===== config.mk =====
export PLATFORM = sky130hd
export DESIGN_NAME = pin_irq_unit
export DESIGN_NICKNAME = d
export VERILOG_FILES = /design/src/rtl/piu_pkg.sv /design/src/rtl/piu_regs.sv /design/src/rtl/piu_pin_path.sv /design/src/rtl/piu_flags.sv /design/src/rtl/pin_irq_unit.sv
export SDC_FILE = /design/constraint.sdc
export NUM_CORES = 1
export LEC_CHECK = 0
export ABC_AREA = 1
export CAP_MARGIN = 20
export CORE_MARGIN = 2
export CORE_UTILIZATION = 40
export DETAILED_ROUTE_END_ITERATION = 10
export DONT_BUFFER_PORTS = 1
export PLACE_DENSITY = 0.62
export SETUP_SLACK_MARGIN = 0.02
export SYNTH_ARGS = -nofsm -noshare
export SYNTH_HDL_FRONTEND = slang
export SYNTH_SLANG_ARGS = --single-unit

===== constraint.sdc =====
create_clock -name clk_i -period 1.5 [get_ports clk_i]
set_input_delay 0 -clock clk_i [delete_from_list [all_inputs] [get_ports clk_i]]
set_output_delay 0 -clock clk_i [all_outputs]
set_load 0.1 [all_outputs]

===== src/rtl/piu_pkg.sv =====
package piu_pkg;
  localparam int unsigned REG_AW = 4;

  typedef enum logic [REG_AW-1:0] {
    REG_EDGE_A     = 4'd0,
    REG_EDGE_A_SET = 4'd1,
    REG_EDGE_A_CLR = 4'd2,
    REG_EDGE_B     = 4'd3,
    REG_EDGE_B_SET = 4'd4,
    REG_EDGE_B_CLR = 4'd5,
    REG_FILT       = 4'd6,
    REG_FILT_SET   = 4'd7,
    REG_FILT_CLR   = 4'd8,
    REG_IEN        = 4'd9,
    REG_IEN_SET    = 4'd10,
    REG_IEN_CLR    = 4'd11,
    REG_FLAG       = 4'd12,
    REG_FLAG_CLR   = 4'd13
  } piu_reg_e;
endpackage


===== src/rtl/piu_regs.sv =====
module piu_regs
  import piu_pkg::*;
#(
  parameter int unsigned NUM_PINS = 32
) (
  input  logic                clk_i,
  input  logic                rst_ni,
  input  logic                we_i,
  input  logic [REG_AW-1:0]   addr_i,
  input  logic [NUM_PINS-1:0] wdata_i,
  input  logic [NUM_PINS-1:0] flag_i,
  output logic [NUM_PINS-1:0] rdata_o,
  output logic [NUM_PINS-1:0] edge_a_o,
  output logic [NUM_PINS-1:0] edge_b_o,
  output logic [NUM_PINS-1:0] filt_o,
  output logic [NUM_PINS-1:0] ien_o,
  output logic [NUM_PINS-1:0] flag_clr_o
);
  logic [NUM_PINS-1:0] edge_a_q, edge_b_q, filt_q, ien_q;
  logic [NUM_PINS-1:0] a_nxt, b_nxt, bad;

  function automatic logic [NUM_PINS-1:0] strobe(input logic [REG_AW-1:0] a);
    return (we_i && addr_i == a) ? wdata_i : '0;
  endfunction

  always_comb begin
    a_nxt = (edge_a_q | strobe(REG_EDGE_A_SET)) & ~strobe(REG_EDGE_A_CLR);
    b_nxt = (edge_b_q | strobe(REG_EDGE_B_SET)) & ~strobe(REG_EDGE_B_CLR);
    bad   = a_nxt & b_nxt;  // code 11 is rejected per pin
  end

  always_ff @(posedge clk_i or negedge rst_ni) begin
    if (!rst_ni) begin
      edge_a_q <= '0;
      edge_b_q <= '0;
      filt_q   <= '0;
      ien_q    <= '0;
    end else begin
      edge_a_q <= (a_nxt & ~bad) | (edge_a_q & bad);
      edge_b_q <= (b_nxt & ~bad) | (edge_b_q & bad);
      filt_q   <= (filt_q | strobe(REG_FILT_SET)) & ~strobe(REG_FILT_CLR);
      ien_q    <= (ien_q | strobe(REG_IEN_SET)) & ~strobe(REG_IEN_CLR);
    end
  end

  always_comb begin
    unique case (addr_i)
      REG_EDGE_A: rdata_o = edge_a_q;
      REG_EDGE_B: rdata_o = edge_b_q;
      REG_FILT:   rdata_o = filt_q;
      REG_IEN:    rdata_o = ien_q;
      REG_FLAG:   rdata_o = flag_i;
      default:    rdata_o = '0;
    endcase
  end

  assign edge_a_o   = edge_a_q;
  assign edge_b_o   = edge_b_q;
  assign filt_o     = filt_q;
  assign ien_o      = ien_q;
  assign flag_clr_o = strobe(REG_FLAG_CLR);

  AST_MODE_VALID: assert property (@(posedge clk_i) disable iff (!rst_ni)
    (edge_a_q & edge_b_q) == '0);
endmodule


===== src/rtl/piu_pin_path.sv =====
module piu_pin_path #(
  parameter int unsigned SYNC_STAGES = 2
) (
  input  logic clk_i,
  input  logic rst_ni,
  input  logic pin_i,
  input  logic filt_en_i,
  input  logic edge_a_i,
  input  logic edge_b_i,
  output logic det_o
);
  logic [SYNC_STAGES-1:0] sync_q;
  logic s_lvl, prev_q, flt_q, lvl, lvl_q, rise, fall;

  assign s_lvl = sync_q[SYNC_STAGES-1];

  always_ff @(posedge clk_i or negedge rst_ni) begin
    if (!rst_ni) begin
      sync_q <= '0;
      prev_q <= 1'b0;
      flt_q  <= 1'b0;
      lvl_q  <= 1'b0;
    end else begin
      sync_q <= {sync_q[SYNC_STAGES-2:0], pin_i};
      prev_q <= s_lvl;
      if (s_lvl == prev_q) flt_q <= s_lvl;  // two equal samples
      lvl_q  <= lvl;
    end
  end

  assign lvl  = filt_en_i ? flt_q : s_lvl;
  assign rise = lvl & ~lvl_q;
  assign fall = ~lvl & lvl_q;

  always_comb begin
    if (edge_a_i)      det_o = rise;
    else if (edge_b_i) det_o = fall;
    else               det_o = rise | fall;
  end

  AST_FILT_STABLE: assert property (@(posedge clk_i) disable iff (!rst_ni)
    (flt_q != $past(flt_q)) |-> ($past(s_lvl, 1) == $past(s_lvl, 2)));
endmodule


===== src/rtl/piu_flags.sv =====
module piu_flags #(
  parameter int unsigned NUM_PINS = 32
) (
  input  logic                clk_i,
  input  logic                rst_ni,
  input  logic [NUM_PINS-1:0] det_i,
  input  logic [NUM_PINS-1:0] clr_i,
  input  logic [NUM_PINS-1:0] ien_i,
  output logic [NUM_PINS-1:0] flag_o,
  output logic [NUM_PINS-1:0] evt_o,
  output logic                irq_o
);
  logic [NUM_PINS-1:0] flag_q, evt_q;
  logic                irq_q;

  always_ff @(posedge clk_i or negedge rst_ni) begin
    if (!rst_ni) begin
      flag_q <= '0;
      evt_q  <= '0;
      irq_q  <= 1'b0;
    end else begin
      flag_q <= (flag_q & ~clr_i) | det_i;  // set wins over clear
      evt_q  <= det_i;
      irq_q  <= |(flag_q & ien_i);
    end
  end

  assign flag_o = flag_q;
  assign evt_o  = evt_q;
  assign irq_o  = irq_q;

  AST_FLAG_STICKY: assert property (@(posedge clk_i) disable iff (!rst_ni)
    (($past(flag_q) & ~$past(clr_i)) & ~flag_q) == '0);
  AST_EVT_FLAG: assert property (@(posedge clk_i) disable iff (!rst_ni)
    (evt_q & ~flag_q) == '0);
  AST_IRQ_GATED: assert property (@(posedge clk_i) disable iff (!rst_ni)
    irq_q |-> $past(|ien_i));
endmodule


===== src/rtl/pin_irq_unit.sv =====
module pin_irq_unit
  import piu_pkg::*;
#(
  parameter int unsigned NUM_PINS = 32
) (
  input  logic                clk_i,
  input  logic                rst_ni,
  input  logic [NUM_PINS-1:0] pins_i,
  input  logic                reg_we_i,
  input  logic [REG_AW-1:0]   reg_addr_i,
  input  logic [NUM_PINS-1:0] reg_wdata_i,
  output logic [NUM_PINS-1:0] reg_rdata_o,
  output logic [NUM_PINS-1:0] evt_o,
  output logic                irq_o
);
  logic [NUM_PINS-1:0] edge_a, edge_b, filt, ien, flag_clr, flag, det;

  piu_regs #(.NUM_PINS(NUM_PINS)) i_regs (
    .clk_i, .rst_ni,
    .we_i(reg_we_i), .addr_i(reg_addr_i), .wdata_i(reg_wdata_i),
    .flag_i(flag), .rdata_o(reg_rdata_o),
    .edge_a_o(edge_a), .edge_b_o(edge_b), .filt_o(filt), .ien_o(ien),
    .flag_clr_o(flag_clr)
  );

  for (genvar p = 0; p < NUM_PINS; p++) begin : g_pin
    piu_pin_path i_path (
      .clk_i, .rst_ni,
      .pin_i(pins_i[p]), .filt_en_i(filt[p]),
      .edge_a_i(edge_a[p]), .edge_b_i(edge_b[p]),
      .det_o(det[p])
    );
  end

  piu_flags #(.NUM_PINS(NUM_PINS)) i_flags (
    .clk_i, .rst_ni,
    .det_i(det), .clr_i(flag_clr), .ien_i(ien),
    .flag_o(flag), .evt_o(evt_o), .irq_o(irq_o)
  );
endmodule


==> impl_metrics.toml <==
[finish]
final_nets = 2527
stdcell_area_um2 = 24000
area_delta_synth_final_pct = 41.5
utilization = 0.572
stdcell_count = 2967
drive_above_1_share = 0.298

[clock_tree]
worst_skew_pair.late_latency_ps = 570
numClockSinks = 353
cts_tree = "built"
cts_buffers = 40
htree_num_levels = 2
clock_path_buffers = 3
cts-root-buf = "clkbuf_16"
cts.reportedPaths.clkPinSlew_ps = 60

[grt]
grt_max_degree = 354
antenna_found_initial = 7
track_usage = 0.236
grt_pass1_wl_um = 81800
grt_pass1_vias = 15800
gr-total-overflow = 0

[synthesis]
ys_seq_area_frac = 0.521
syn-cell-area_um2 = 17000
ys_warn_count = 0
synth_cell_types = 26
synth_cells = 1964
syn_avg_cell_area_um2 = 8.64
synth-seq-cells = 353
synthesis.nets = 2099

[sta]
hold_viol_final = 354
slew_viol_final = 0
setup_tns_ps = -2280
holdWs_ps = -831
period_minus_slack_ps = 1610
fin_crit_sh = 1.07
layout_setup_ws_ps = -111
worstMarginPinSlew_ps = 1470
setup_violations = 38
grt_setup_unrepaired = "yes"
relSlewSlack = 0.0200
finClkSkew_ps = 28.3
max_freq_ghz = 0.621

[placed_design]
io_buffer_count = 0
gp_congestion = 0.807
post-place-ws_ps = -156
hpwl_um = 30400
dpl_cell_area_um2 = 19000
placed_cells = 2588

[routing]
final_antenna_net_count = 0
wire_per_inst_um = 18.4
dr.pass1.iters = 7
routed_wl_um = 54700
drtIter0Drc = 1399
drcViolationCount = 0
viasPerCell = 5.34
vias = 15800

[die]
io_pins = 136
die_y_um = 210
die_w_um = 210
initial_core_util = 0.404
rows = 75
die_area_um2 = 44100
core_region_area_um2 = 41900

[pwr]
p_leak_nw = 11.6
p_seq_frac = 0.333
pwr-share-comb = 0.414
p_int_mw = 22.7
pwr_density_cell_nw_per_um2 = 1560
swShare = 0.393
p_sw_mw = 14.7
clkPwrFrac = 0.253
ir_drop_uv = 1090

[flow_run]
maxCapViolCount = 0

[critical_path]
crit_path_end_kind = "output pin"
reg2reg_depth = 8
crit_path_max_fanout = 3
critical_path_class = "reg2out"
critPathMaxStageDelay_ps = 410
startpoint_type = "register"
crit_slowest_cell = "dfrtp_1"
crit_path_cell_trace = "nand3_1 > o21ai_2 > nor2_2 > nand2_2 > buf_12"
required_ps = 1500
crit_arrival_ps = 1610

[hold_path]
hold_class = "in2async"

[run_status]
violations = "negative hold slack, negative setup slack"
status = "complete, but fails checks"
routing by layer:
metal,vias to the layer above,global-route usage,part of all wire
li1,7261,-,-
met1,7640,0.301,0.40
met2,739,0.388,0.47
met3,193,0.0442,0.076
met4,0,0.114,0.047
met5,-,0,0
cell families after synthesis:
kind of cell,after synthesis,share of synthesized area
compound gates,363,0.129
fa+ha+maj,96,0.0661
buf+inv,451,0.104
flops,353,0.521
simple gates,701,0.181
power by group through the flow:
stage / logic [mW] / clock network, mW / registers (mW)
3_3_place_gp: 11.5 / 0 / 12.4
4_1_cts: 14.0 / 9.64 / 12.4
5_1_grt: 16.7 / 10.1 / 12.6
6_report: 15.5 / 9.46 / 12.5
2_1_floorplan: 5.58 / 0 / 15.4
3_5_place_dp: 11.8 / 0 / 12.4
final cells by class:
| type | count | area (µm²) |
|---|---|---|
| Inverter | 353 | 1330 |
| Fill cell | 3486 | 17900 |
| Clock buffer | 57 | 1160 |
| Timing Repair Buffer | 484 | 4550 |
| Clock inverter | 14 | 91.3 |
| Sequential cell | 353 | 8830 |
| Antenna cell | 7 | 17.5 |
| Tap cell | 539 | 674 |
| Multi-Input combinational cell | 1160 | 7340 |
timing repair:
| item | in CTS | in global routing |
|---|---|---|
| setup buffers | 141 | 47 |
| hold buffers | 113 | 6 |
| hold endpoints to repair | 545 | 374 |
| pin swaps | 87 | 125 |
| cloned | 0 | 3 |
| gates resized for setup | 210 | 207 |
| setup endpoints to repair | 96 | 163 |
critical path, delay by kind of cell, from the launching register on:
family                 cells  cell delay (ps)
flip-flops                 1              410
AND/OR/NAND/NOR            3              380
AO/OA/AOI/OAI              1               80
buffers and inverters      1              170
cells in the mapped netlist:
master,n,area share
clkbuf_1,53,0.012
nand4_1,64,0.024
dfrtp_1,353,0.52
clkbuf_2,1,0.00029
o211ai_1,64,0.028
nand3_1,89,0.026
ha_1,64,0.047
nor2_4,3,0.0020
nor2_1,89,0.020
a22oi_1,64,0.028
nor3_1,32,0.0094
maj3_1,32,0.019
buf_4,6,0.0027
inv_2,3,0.00066
clkinv_1,1,0.00022
inv_1,349,0.077
or2_2,32,0.012
o21ai_1,13,0.0038
nand3_2,1,0.00059
o22ai_1,38,0.014
nand2_1,385,0.085
nor2_2,6,0.0022
o21ai_0,119,0.035
a21oi_1,65,0.019
buf_1,3,0.00066
buf_2,35,0.010
layout by cell type (no fill, tap or decap), types with 12 or more instances in the layout:
cell type / synthesis / layout
nand2_2: 0 / 38
nand3_1: 89 / 88
a21oi_1: 65 / 64
nor2_1: 89 / 80
o21ai_0: 119 / 41
clkbuf_16: 0 / 43
o22ai_1: 38 / 28
nand4_1: 64 / 64
dlygate4sd3_1: 0 / 115
o21ai_1: 13 / 54
nor2_2: 6 / 12
a22oi_1: 64 / 63
ha_1: 64 / 32
buf_12: 0 / 36
o21ai_2: 0 / 16
or2_4: 0 / 32
o211ai_1: 64 / 64
ha_4: 0 / 30
inv_2: 3 / 117
nor3_1: 32 / 32
maj3_1: 32 / 32
o21ai_4: 0 / 21
inv_1: 349 / 234
dfrtp_1: 353 / 353
buf_4: 6 / 297
nand2_1: 385 / 347
buf_6: 0 / 31
final timing paths:
check	from	end	slack, ps
max in group asynchronous	rst_ni	g_pin[29].i_path.sync_q[0]$_DFF_PN0_	1170
worst max register to register	i_regs.filt_o[26]$_DFF_PN0_	i_flags.flag_o[26]$_DFF_PN0_	-100
worst min-delay path	rst_ni	g_pin[27].i_path.sync_q[0]$_DFF_PN0_	-830
min in group clk_i	reg_addr_i[1]	i_flags.flag_o[11]$_DFF_PN0_	0
worst min register to register	g_pin[30].i_path.sync_q[0]$_DFF_PN0_	g_pin[30].i_path.sync_q[1]$_DFF_PN0_	340
worst max-delay path	i_flags.flag_o[6]$_DFF_PN0_	reg_rdata_o[6]	-110
through the flow:
stage / power, mW / hold WS [ps]
2_1_floorplan: 21.0 / -296
3_3_place_gp: 23.9 / -269
3_5_place_dp: 24.2 / -279
4_1_cts: 36.0 / -871
5_1_grt: 39.3 / -847
6_report: 37.4 / -831
No activity file was read; power rests on OpenSTA's default activity.
